## src/rtl/sae_pkg.sv

```systemverilog
package sae_pkg;

  typedef enum logic [1:0] {
    MODE_CHS   = 2'd0,
    MODE_LBA28 = 2'd1,
    MODE_LBA48 = 2'd2
  } addr_mode_e;

  localparam int         ADDR48_W     = 48;
  localparam logic [7:0] CMD_READ     = 8'h20;
  localparam logic [7:0] CMD_READ_EXT = 8'h24;
  localparam logic [7:0] DEV_LEGACY   = 8'hA0;
  localparam logic [7:0] DEV_LBA      = 8'h40;
  localparam logic [7:0] DEV_SLAVE    = 8'h10;

  typedef struct packed {
    logic [7:0] count;
    logic [7:0] lo;
    logic [7:0] mid;
    logic [7:0] hi;
    logic [7:0] lo2;
    logic [7:0] mid2;
    logic [7:0] hi2;
    logic [7:0] dev;
    logic [7:0] cmd;
  } taskfile_t;

endpackage

```

## src/rtl/sae_divider.sv

```systemverilog
// Restoring shift-subtract divider, one quotient bit per clock.
// A start pulse loads the operands; fin pulses in the cycle after the last step.
module sae_divider #(
  parameter int NUM_W = 48,
  parameter int DEN_W = 16
) (
  input  logic             clk,
  input  logic             rst,
  input  logic             start,
  input  logic [NUM_W-1:0] num,
  input  logic [DEN_W-1:0] den,
  output logic [NUM_W-1:0] quo,
  output logic [DEN_W-1:0] rem,
  output logic             fin
);
  localparam int CNT_W = $clog2(NUM_W + 1);

  logic [NUM_W-1:0] q_r;
  logic [DEN_W-1:0] r_r;
  logic [CNT_W-1:0] cnt_r;
  logic             run_r;
  logic             fin_r;

  logic [DEN_W:0]   shifted;
  logic [DEN_W:0]   trial;
  logic             ge;

  always_comb begin
    shifted = {r_r, q_r[NUM_W-1]};
    ge      = shifted >= {1'b0, den_q};
    trial   = shifted - {1'b0, den_q};
  end

  logic [DEN_W-1:0] den_q;

  always_ff @(posedge clk) begin
    if (rst) begin
      q_r   <= '0;
      r_r   <= '0;
      cnt_r <= '0;
      run_r <= 1'b0;
      fin_r <= 1'b0;
      den_q <= '0;
    end else begin
      fin_r <= 1'b0;
      if (start) begin
        q_r   <= num;
        r_r   <= '0;
        den_q <= den;
        cnt_r <= CNT_W'(NUM_W);
        run_r <= 1'b1;
      end else if (run_r) begin
        q_r   <= {q_r[NUM_W-2:0], ge};
        r_r   <= ge ? trial[DEN_W-1:0] : shifted[DEN_W-1:0];
        cnt_r <= cnt_r - 1'b1;
        if (cnt_r == CNT_W'(1)) begin
          run_r <= 1'b0;
          fin_r <= 1'b1;
        end
      end
    end
  end

  assign quo = q_r;
  assign rem = r_r;
  assign fin = fin_r;

endmodule

```

## src/rtl/sae_lba_pack.sv

```systemverilog
// Formats the task-file bytes for the two logical-address encodings.
module sae_lba_pack
  import sae_pkg::*;
#(
  parameter int SECT_W = 48
) (
  input  logic              wide,
  input  logic [SECT_W-1:0] sector,
  input  logic              slave,
  output taskfile_t         tf
);
  localparam int EXT_W = (SECT_W > ADDR48_W) ? SECT_W : ADDR48_W;

  logic [EXT_W-1:0] s;
  logic [7:0]       sel;

  always_comb begin
    s   = EXT_W'(sector);
    sel = slave ? DEV_SLAVE : 8'h00;
    tf       = '0;
    tf.count = 8'h01;
    tf.lo    = s[7:0];
    tf.mid   = s[15:8];
    tf.hi    = s[23:16];
    if (wide) begin
      tf.lo2 = s[31:24];
      tf.mid2 = s[39:32];
      tf.hi2 = s[47:40];
      tf.dev = DEV_LBA | sel;
      tf.cmd = CMD_READ_EXT;
    end else begin
      tf.dev = DEV_LEGACY | DEV_LBA | sel | {4'h0, s[27:24]};
      tf.cmd = CMD_READ;
    end
  end

endmodule

```

## src/rtl/sae_chs_pack.sv

```systemverilog
// Formats the task-file bytes from the two division results.
module sae_chs_pack
  import sae_pkg::*;
#(
  parameter int SECT_W = 48,
  parameter int GEO_W  = 16
) (
  input  logic [SECT_W-1:0] cyl,
  input  logic [GEO_W-1:0]  head_rem,
  input  logic [GEO_W-1:0]  sect_rem,
  input  logic              slave,
  output taskfile_t         tf
);
  logic [GEO_W-1:0] sect_one;

  always_comb begin
    sect_one = sect_rem + GEO_W'(1);
    tf       = '0;
    tf.count = 8'h01;
    tf.lo    = sect_one[7:0];
    tf.mid   = cyl[7:0];
    tf.hi    = cyl[15:8];
    tf.dev   = DEV_LEGACY | (slave ? DEV_SLAVE : 8'h00) | {4'h0, head_rem[3:0]};
    tf.cmd   = CMD_READ;
  end

endmodule

```

## src/rtl/sector_addr_encoder.sv

```systemverilog
module sector_addr_encoder
  import sae_pkg::*;
#(
  parameter int SECT_W = 48,
  parameter int GEO_W  = 16
) (
  input  logic              clk,
  input  logic              rst,
  input  logic              start,
  input  logic [1:0]        mode,
  input  logic [SECT_W-1:0] sector,
  input  logic [GEO_W-1:0]  heads,
  input  logic [GEO_W-1:0]  spt,
  input  logic              slave,
  input  logic [SECT_W-1:0] total,
  output logic [7:0]        sec_count,
  output logic [7:0]        addr_lo,
  output logic [7:0]        addr_mid,
  output logic [7:0]        addr_hi,
  output logic [7:0]        addr_lo_ext,
  output logic [7:0]        addr_mid_ext,
  output logic [7:0]        addr_hi_ext,
  output logic [7:0]        device,
  output logic [7:0]        command,
  output logic              range_err,
  output logic              done
);
  typedef enum logic [1:0] {ST_IDLE, ST_TRACK, ST_CYL} state_e;

  state_e            st;
  taskfile_t         tf_q;
  logic              err_q;
  logic              done_q;
  logic [GEO_W-1:0]  heads_q;
  logic [GEO_W-1:0]  sect_rem_q;
  logic              slave_q;

  logic              accept;
  logic              mode_ok;
  logic              range_bad;
  logic              geo_bad;
  logic              req_bad;
  logic              chs_go;

  logic              div_go;
  logic [SECT_W-1:0] div_num;
  logic [GEO_W-1:0]  div_den;
  logic [SECT_W-1:0] div_quo;
  logic [GEO_W-1:0]  div_rem;
  logic              div_fin;

  taskfile_t         lba_tf;
  taskfile_t         chs_tf;

  always_comb begin
    accept    = (st == ST_IDLE) && start;
    mode_ok   = (mode == MODE_CHS) || (mode == MODE_LBA28) || (mode == MODE_LBA48);
    range_bad = sector > total;
    geo_bad   = (mode == MODE_CHS) && ((heads == '0) || (spt == '0));
    req_bad   = !mode_ok || range_bad || geo_bad;
    chs_go    = accept && !req_bad && (mode == MODE_CHS);
    div_go    = chs_go || ((st == ST_TRACK) && div_fin);
    div_num   = (st == ST_IDLE) ? sector : div_quo;
    div_den   = (st == ST_IDLE) ? spt : heads_q;
  end

  sae_divider #(
    .NUM_W (SECT_W),
    .DEN_W (GEO_W)
  ) u_div (
    .clk   (clk),
    .rst   (rst),
    .start (div_go),
    .num   (div_num),
    .den   (div_den),
    .quo   (div_quo),
    .rem   (div_rem),
    .fin   (div_fin)
  );

  sae_lba_pack #(
    .SECT_W (SECT_W)
  ) u_lba (
    .wide   (mode == MODE_LBA48),
    .sector (sector),
    .slave  (slave),
    .tf     (lba_tf)
  );

  sae_chs_pack #(
    .SECT_W (SECT_W),
    .GEO_W  (GEO_W)
  ) u_chs (
    .cyl      (div_quo),
    .head_rem (div_rem),
    .sect_rem (sect_rem_q),
    .slave    (slave_q),
    .tf       (chs_tf)
  );

  always_ff @(posedge clk) begin
    if (rst) begin
      st         <= ST_IDLE;
      tf_q       <= '0;
      err_q      <= 1'b0;
      done_q     <= 1'b0;
      heads_q    <= '0;
      sect_rem_q <= '0;
      slave_q    <= 1'b0;
    end else begin
      done_q <= 1'b0;
      unique case (st)
        ST_IDLE: begin
          if (accept) begin
            if (req_bad) begin
              tf_q   <= '0;
              err_q  <= 1'b1;
              done_q <= 1'b1;
            end else if (mode == MODE_CHS) begin
              heads_q <= heads;
              slave_q <= slave;
              st      <= ST_TRACK;
            end else begin
              tf_q   <= lba_tf;
              err_q  <= 1'b0;
              done_q <= 1'b1;
            end
          end
        end
        ST_TRACK: begin
          if (div_fin) begin
            sect_rem_q <= div_rem;
            st         <= ST_CYL;
          end
        end
        ST_CYL: begin
          if (div_fin) begin
            tf_q   <= chs_tf;
            err_q  <= 1'b0;
            done_q <= 1'b1;
            st     <= ST_IDLE;
          end
        end
        default: st <= ST_IDLE;
      endcase
    end
  end

  assign sec_count    = tf_q.count;
  assign addr_lo      = tf_q.lo;
  assign addr_mid     = tf_q.mid;
  assign addr_hi      = tf_q.hi;
  assign addr_lo_ext  = tf_q.lo2;
  assign addr_mid_ext = tf_q.mid2;
  assign addr_hi_ext  = tf_q.hi2;
  assign device       = tf_q.dev;
  assign command      = tf_q.cmd;
  assign range_err    = err_q;
  assign done         = done_q;

endmodule

```

## config.mk

```make
export PLATFORM = sky130hd
export DESIGN_NAME = sector_addr_encoder
export DESIGN_NICKNAME = d
export VERILOG_FILES = /design/src/rtl/sae_pkg.sv /design/src/rtl/sae_divider.sv /design/src/rtl/sae_lba_pack.sv /design/src/rtl/sae_chs_pack.sv /design/src/rtl/sector_addr_encoder.sv
export SDC_FILE = /design/constraint.sdc
export NUM_CORES = 1
export LEC_CHECK = 0
export BUFFER_PORTS_ARGS = -buffer_cell sky130_fd_sc_hd__buf_2
export CAP_MARGIN = 20
export CORE_ASPECT_RATIO = 0.7
export CORE_MARGIN = 3
export CORE_UTILIZATION = 55
export DETAILED_ROUTE_END_ITERATION = 16
export GPL_TIMING_DRIVEN = 0
export PLACE_DENSITY = 0.92
export SLEW_MARGIN = 20
export SYNTH_ARGS = -nofsm -noshare
export SYNTH_HDL_FRONTEND = slang
export SYNTH_SLANG_ARGS = --single-unit
```

## constraint.sdc

```tcl
create_clock -name clk -period 3.34 [get_ports clk]
set_input_delay 0.167 -clock clk [delete_from_list [all_inputs] [get_ports clk]]
set_output_delay 0.167 -clock clk [all_outputs]
set_load 0.005 [all_outputs]
```

==> results of run 1 <==
==> timing repair <==
action | in CTS | in global routing
setup buffers | 0 | 0
hold buffers | 33 | 0
gates resized for setup | 1 | 12
endpoints found under the setup margin | 46 | 69
hold endpoints to repair | 33 | 0
==> stage by stage <==
step                      util (%)  TNS (ps)  area (um2)
final                         70.8         0       11900
after global routing          70.8         0       11800
after CTS                     70.7         0       11800
after detailed placement      65.2    -63280       10900
after global placement        65.2    -54560       10900
after floorplan                  -         0        9660
==> worst max-delay path, stage by stage <==
cell and delay (ps):
buf_2 160, ha_1 330, nand4_1 170, nor4_2 590
nor3b_4 470, a31o_2 260, nand4_4 200, or3_1 350
buf_2 180, buf_6 170, buf_2 210, nor2_1 170
a311oi_2 60
==> path summary, 6_finish.rpt <==
kind / to / depth (start not counted) / start
hold / removal: addr_hi_ext[2] / 2 / sector[42]
setup reg to reg: u_div.rem[6] / 10 / u_div.rem[2]
hold reg to reg: addr_hi[2] / 1 / addr_hi[2]
setup / recovery: u_div.quo[46] / 13 / sector[25]
==> layer usage <==
metal	wire length, um	track usage, %
met5	0	0
met4	750	11.2
met3	3620	6.91
met2	13200	48.8
met1	12900	43.5
==> sequential cells by signal, summed over array words and instances, names as in the netlist, 6 cells and up <==
| register | cells |
|---|---|
| u_div.quo | 48 |
| heads_q | 16 |
| u_div.den_q | 16 |
| u_div.rem | 16 |
| addr_hi | 8 |
| addr_hi_ext | 8 |
| addr_lo | 8 |
| addr_lo_ext | 8 |
| addr_mid | 8 |
| addr_mid_ext | 8 |
| sect_rem_q | 8 |
| device | 7 |
| u_div.cnt_r | 6 |
==> power groups by stage <==
| stage | clock (uW) | sequential, uW | combinational [uW] |
|---|---|---|---|
| after floorplan | 0 | 2240 | 709 |
| after global placement | 0 | 2260 | 991 |
| after detailed placement | 0 | 2260 | 1030 |
| after CTS | 1980 | 2210 | 1070 |
| after global routing | 2070 | 2220 | 1200 |
| final | 1980 | 2220 | 1100 |
==> cells in the final DEF, fill, tap and decap left out, drive strengths merged, types with 3 or more instances in the layout <==
cell type      n
and3           5
a22o          44
nor3          12
nand2        153
nor4          13
or3            3
a22oi          4
nor2         110
ha            67
a311oi        69
mux2i         11
a21o          24
a221o          3
clkbuf        68
clkinv         5
nand3         59
inv           80
conb          13
nand2b         7
o21ai         32
a211o          3
dfxtp        174
nand4         19
a31o           3
xnor2         14
buf          231
and2           5
nor2b          7
dlygate4sd3   33
a211oi        15
o211ai         5
a21oi         75
or2            4
xor2           8
==> logic make-up (layout without fill, tap and decap cells) <==
logic type	Yosys count	after routing	synth area share, %
buffers and inverters	160	419	7.53
xor gates and xnor gates	22	22	2.00
AOI/OAI and AO/OA	291	291	25.1
DFF	174	174	36.2
and+or+nand+nor	404	404	19.1
muxes	11	11	1.14
other	1	15	0.0390
adders and majority gates	68	68	8.92
==> cell usage after synthesis (2+ instances only) <==
cell      count
a211o_1       2
a211oi_1     15
a21o_1       24
a21oi_1      75
a221o_1       3
a22o_1       44
a22oi_1       4
a311oi_1     22
a311oi_2     47
a31o_2        2
a31oi_1       2
and2_1        4
and3_1        5
buf_1         3
buf_2        12
buf_4        17
buf_6         6
clkbuf_1     49
dfxtp_1     174
ha_1         67
inv_1        73
mux2i_1      11
nand2_1     153
nand2b_1      7
nand3_1      59
nand4_1      18
nor2_1      110
nor2b_1       7
nor3_1       11
nor4_1       12
o211ai_1      5
o21a_1        2
o21ai_0      32
or2_2         3
or3_1         3
xnor2_1      14
xor2_1        8
==> layout make-up <==
cell class / count / area, um2 / share of cell area, %
Multi-Input combinational cell: 809 / 5470 / 46.1
Buffer: 87 / 458 / 3.86
Tap cell: 225 / 282 / 2.38
Clock inverter: 14 / 151 / 1.28
Inverter: 73 / 274 / 2.31
Antenna cell: 2 / 5.00 / 0.0422
Timing Repair Buffer: 227 / 1300 / 11.0
Sequential cell: 174 / 3480 / 29.4
Clock buffer: 18 / 429 / 3.62
==> implementation parameters, run 1 <==
Parameter                              Value

Outcome
  Outcome    finished clean

Global routing
  Initial antenna violation count    0
  Number of global-route vias before repair    9,403
  Final global-route overflow total    0
  Global-route wire length before repair    47,700 um
  Largest net degree at the start of global routing    18
  Global-route usage over all layers    31.5%

Finish
  Fraction of final layout cells with drive strength greater than 1    23.5%
  Area growth syn-to-layout    23.2%
  Number of non-filler instances in the completed layout    1,629
  Layout net count    1,591
  Layout filler cell count    1,254

Power and ir drop
  Clock Power Share    37.4%
  Post-layout power    5300 uW
  Switching power total    1610 uW
  Static leakage    0.00523 uW
  Seq pwr share    41.8%
  VDD IR-drop max    0.299 mV
  Net Sw Frac    30.4%
  Pint    3690 uW
  Combinational share of power    20.8%
  Ratio of total power to cell area    447 nW/um2

Die
  Die width    164 um
  Io pins    208
  Chip height    117 um
  Starting density of the core    57.5%
  Area of the die    19,100 um2
  Core area    16,700 um2
  Number of standard-cell rows in the floorplan    39

Worst setup path
  Category of the most critical setup path    input pin to flop
  Data required time of the worst path    3640 ps
  Setup slack, reg-to-reg    210 ps
  Type of element capturing the critical path    flop
  CP Launch Type    input pin
  Largest driver fanout on the critical path    10
  Arrival time at the worst endpoint    3510 ps

Placed design
  Cell Count Post-Placement    1,562
  Buffers on Ports    194
  Half-perimeter wire length after placement    22,700 um
  Final estimated routing congestion in global placement    0.969
  Minimum setup slack after placement    -593 ps

STA
  Final-layout worst hold slack    9.27 ps
  Final WS setup    132 ps
  Tcrit/Tclk final    96.1%
  Crit path time final    3210 ps
  Unrepaired setup endpoints after global routing    no
  Final hold violation count    0
  Slew @ Worst Pin    800 ps
  Timing-limited maximum frequency    312 MHz
  Total count of max-transition violations in the final report    0
  Relative slew slack    46.6%
  Skew final    10.7 ps
  Total setup violations reported at the end of the flow    0

Logic synthesis
  Flops & latches, synth    174
  Area share of the largest cell type after synthesis    36.2%
  Synth area leaders    dfxtp_1 36%, ha_1 8.7%, a311oi_2 7.3%
  Synthesis warning total    0
  Number of library cell types mapped by synthesis    63
  Mapped Avg Cell Area    8.51 um2
  Top FF cell, synth    dfxtp_1
  Seq/Total Area, Yosys    36.2%
  Post-synth EDFFs    0
  Netlist area before placement    9620 um2
  Synthesized instance count    1,131
  Cell type with the highest aggregate area in the netlist    dfxtp_1
  Share of flip-flops with an asynchronous set or reset after synthesis    0%

Flow run
  Max_cap viols    0

Detailed routing
  Via density per instance    6.04
  Number of vias in the routed layout    9,842
  Total iterations of the first detailed-routing run    5
  Post-DR wirelength/cell    18.7 um
  Number of nets still failing antenna checks after routing    0
  Drt initial violations    1,213
  # DRC    0
  DRT Wirelength    30,400 um

Clock tree
  Number of H-tree branching levels    4
  Cell chosen for the clock root    clkbuf_16
  Clock tree from TritonCTS    done
  Number of sinks on the clock net    174
  Insertion delay of the later-clocked pin in the worst-skew pair    440 ps
  Buffer levels on the longest clock path    2
  Register clock-pin slew on the reported worst setup and hold paths    70 ps
  Number of buffers created by CTS    17

Hold path
  Hold crit path type    input pin to flop
No activity file was read; power rests on OpenSTA's default activity.
==> run 2: changes to the inputs <==
--- a/config.mk
+++ b/config.mk
@@ -11,7 +11,7 @@
 export CORE_MARGIN = 3
 export CORE_UTILIZATION = 55
 export DETAILED_ROUTE_END_ITERATION = 16
-export GPL_TIMING_DRIVEN = 0
+export GPL_TIMING_DRIVEN = 1
 export PLACE_DENSITY = 0.92
 export SLEW_MARGIN = 20
 export SYNTH_ARGS = -nofsm -noshare
==> run 2 against run 1 <==
  * Clock power about the same
  * Critical path depth up 2
  * Die area unchanged
  * Fmax up 1.0%
  * Design area up 0.57%
  * Largest cell class unchanged
  * Global-route usage down 2.1 points
  * Non-clock buffer count down 29
  * Count of clock-buffer cells in the layout unchanged
  * Power up 0.32%
  * Combinational power about the same
  * Setup slack better by 32 ps
  * Largest power group unchanged
==> implementation parameters, run 2 (synthesized netlist as in run 1, its figures left out) <==
Parameter                              Value

Outcome
  Outcome    finished clean (unchanged)

Clock tree
  Insertion delay of the later-clocked pin in the worst-skew pair    440 ps (about the same)
  Number of H-tree branching levels    4 (unchanged)
  Clock tree from TritonCTS    done (unchanged)
  Number of buffers created by CTS    17 (unchanged)
  Register clock-pin slew on the reported worst setup and hold paths    70 ps (about the same)
  Cell chosen for the clock root    clkbuf_16 (unchanged)
  Buffer levels on the longest clock path    2 (unchanged)
  Post-CTS repair timing setup buffer count    0 (unchanged)
  Number of sinks on the clock net    174 (unchanged)

Power and ir drop
  Ratio of total power to cell area    446 nW/um2 (was 447 nW/um2)
  Post-layout power    5310 uW (was 5300 uW)
  VDD IR-drop max    0.344 mV (was 0.299 mV)
  Static leakage    0.00529 uW (was 0.00523 uW)

Global routing
  Global-route wire length before repair    45,000 um (was 47,700 um)
  Initial antenna violation count    0 (unchanged)
  Global-route usage over all layers    29.4% (was 31.5%)
  Largest net degree at the start of global routing    70 (was 18)
  Number of global-route vias before repair    8,970 (was 9,403)
  Final global-route overflow total    0 (unchanged)

Worst setup path
  Data required time of the worst path    3670 ps (was 3640 ps)
  Type of element capturing the critical path    flop (unchanged)
  CP Launch Type    input pin (unchanged)
  Sequence of cells on the critical path    dlygate4sd3_1 > buf_2 > inv_1 > ha_1 > nand4_1 > or4_1 > nor3b_4 > a211o_2 > buf_4 > nand4_4 > buf_4 > o31ai_4 > buf_12 > nor2_1 > a311oi_1 (was buf_2 > ha_1 > nand4_1 > nor4_2 > nor3b_4 > a31o_2 > nand4_4 > or3_1 > buf_2 > buf_6 > buf_2 > nor2_1 > a311oi_2)
  Category of the most critical setup path    input pin to flop (unchanged)
  Largest driver fanout on the critical path    33 (was 10)
  Max stage delay cell, worst path    or4_1 (was nor4_2)
  Arrival time at the worst endpoint    3510 ps (about the same)
  Slowest cell delay on critical path    560 ps (was 590 ps)
  Cell mode on critical path    buf_4 (was buf_2)

STA
  Total count of max-transition violations in the final report    0 (unchanged)
  Skew final    8.50 ps (was 10.7 ps)
  Timing-limited maximum frequency    315 MHz (was 312 MHz)
  Final hold violation count    0 (unchanged)
  Sum Neg Setup Slack    0 ps (unchanged)
  Total setup violations reported at the end of the flow    0 (unchanged)
  Final WS setup    164 ps (was 132 ps)
  Unrepaired setup endpoints after global routing    no (unchanged)
  Tcrit/Tclk final    95.1% (was 96.1%)
  Final-layout worst hold slack    5.77 ps (was 9.27 ps)
  Relative slew slack    41.3% (was 46.6%)
  Slew @ Worst Pin    880 ps (was 800 ps)
  Crit path time final    3180 ps (was 3210 ps)

Finish
  Sequential cell area    3480 um2 (about the same)
  Most frequent cells in the layout    193 x buf_2, 173 x dfxtp_1, 152 x nand2_1 (was 206 x buf_2, 174 x dfxtp_1, 153 x nand2_1)
  Commonest non-fill, non-tap cell in the layout    buf_2 (unchanged)
  Area growth syn-to-layout    23.9% (was 23.2%)
  Post-layout utilization of the core    71.2% (was 70.8%)
  Layout filler cell count    1,181 (was 1,254)
  Layout net count    1,562 (was 1,591)
  Number of flip-flops in the largest register    48 (unchanged)
  Fraction of final layout cells with drive strength greater than 1    26.3% (was 23.5%)
  Area of the multi-input gates    5480 um2 (was 5470 um2)

Die
  Chip height    117 um (unchanged)
  Number of standard-cell rows in the floorplan    39 (unchanged)
  Area of the die    19,100 um2 (unchanged)
  Core area    16,700 um2 (unchanged)
  Starting density of the core    57.5% (unchanged)
  Die width    164 um (unchanged)
  Io pins    208 (unchanged)

Flow run
  Max_cap viols    0 (unchanged)

Detailed routing
  # DRC    0 (unchanged)
  Number of nets still failing antenna checks after routing    0 (unchanged)
  Total iterations of the first detailed-routing run    6 (was 5)
  Drt initial violations    999 (was 1,213)
  DRT Wirelength    28,400 um (was 30,400 um)
  Number of vias in the routed layout    9,532 (was 9,842)
  Via density per instance    5.96 (was 6.04)
  Post-DR wirelength/cell    17.8 um (was 18.7 um)

Placed design
  Minimum setup slack after placement    -308 ps (was -593 ps)
  Buffers on Ports    194 (unchanged)
  Final estimated routing congestion in global placement    0.887 (was 0.969)
  Half-perimeter wire length after placement    20,900 um (was 22,700 um)

Hold path
  Hold crit path type    input pin to flop (unchanged)
## run 2: cell types whose count changed in the layout (fill, tap and decap cells not counted), moves of 3 or more
cell,previous run,this run
clkbuf_2,6,0
inv_8,2,5
buf_4,17,60
clkbuf_1,45,0
buf_2,206,193
buf_12,0,8
buf_6,6,1
dlygate4sd3_1,33,23
## run 2: final timing paths
path | cells after the start | startpoint | to | slack, ps
max | 15 | sector[0] | u_div.den_q[3] | 160
max reg2reg | 11 | u_div.quo[47] | u_div.rem[14] | 300
min | 3 | sector[5] | addr_lo[5] | 6
min reg2reg | 1 | addr_mid[2] | addr_mid[2] | 450
## run 2: cell type report
| type | instances | area share, % |
|---|---|---|
| multi-input cells | 809 | 46.0 |
| flip-flops and latches | 174 | 29.2 |
| repair buffers | 285 | 15.3 |
| clock buffers | 18 | 3.68 |
| well taps | 225 | 2.36 |
| inverters | 73 | 2.30 |
| clock inverters | 14 | 1.18 |
| diodes | 2 | 0.0420 |
## run 2: power by group
part | leakage, uW | internal [uW] | total (uW) | switching [uW]
sequential | 0.00141 | 2150 | 2210 | 60.1
combinational | 0.00360 | 510 | 1120 | 615
clock | 0.000281 | 1020 | 1970 | 958
## run 2: routing by layer
metal	share of wire [%]	GRT usage (%)	wire length, um	up-vias
met5	0	0	0	-
met4	1.3	7.55	378	0
met3	11	7.55	3230	39
met2	45	47.5	12700	550
met1	43	39.6	12100	4446
li1	-	-	-	4497
## run 2: worst max-delay path: cells and delay by family
kind	cells	cell delay [ps]
AO/OA/AOI/OAI	3	680
adder cells (fa/ha/maj)	1	280
buffers and inverters	6	1220
AND/OR/NAND/NOR	5	1120
## run 2: through the flow
| step | area (um2) | cells |
|---|---|---|
| after floorplan | 9660 | 1143 |
| after global placement | 11100 | 1542 |
| after detailed placement | 11100 | 1542 |
| after CTS | 11900 | 1597 |
| after global routing | 11900 | 1598 |
| final | 11900 | 1600 |
## run 2: what timing repair did
| action | CTS | global route |
|---|---|---|
| setup endpoints to repair | 0 | 1 |
| hold endpoints to repair | 23 | 0 |
| resized for setup | 0 | 1 |
| hold buffers | 23 | 0 |
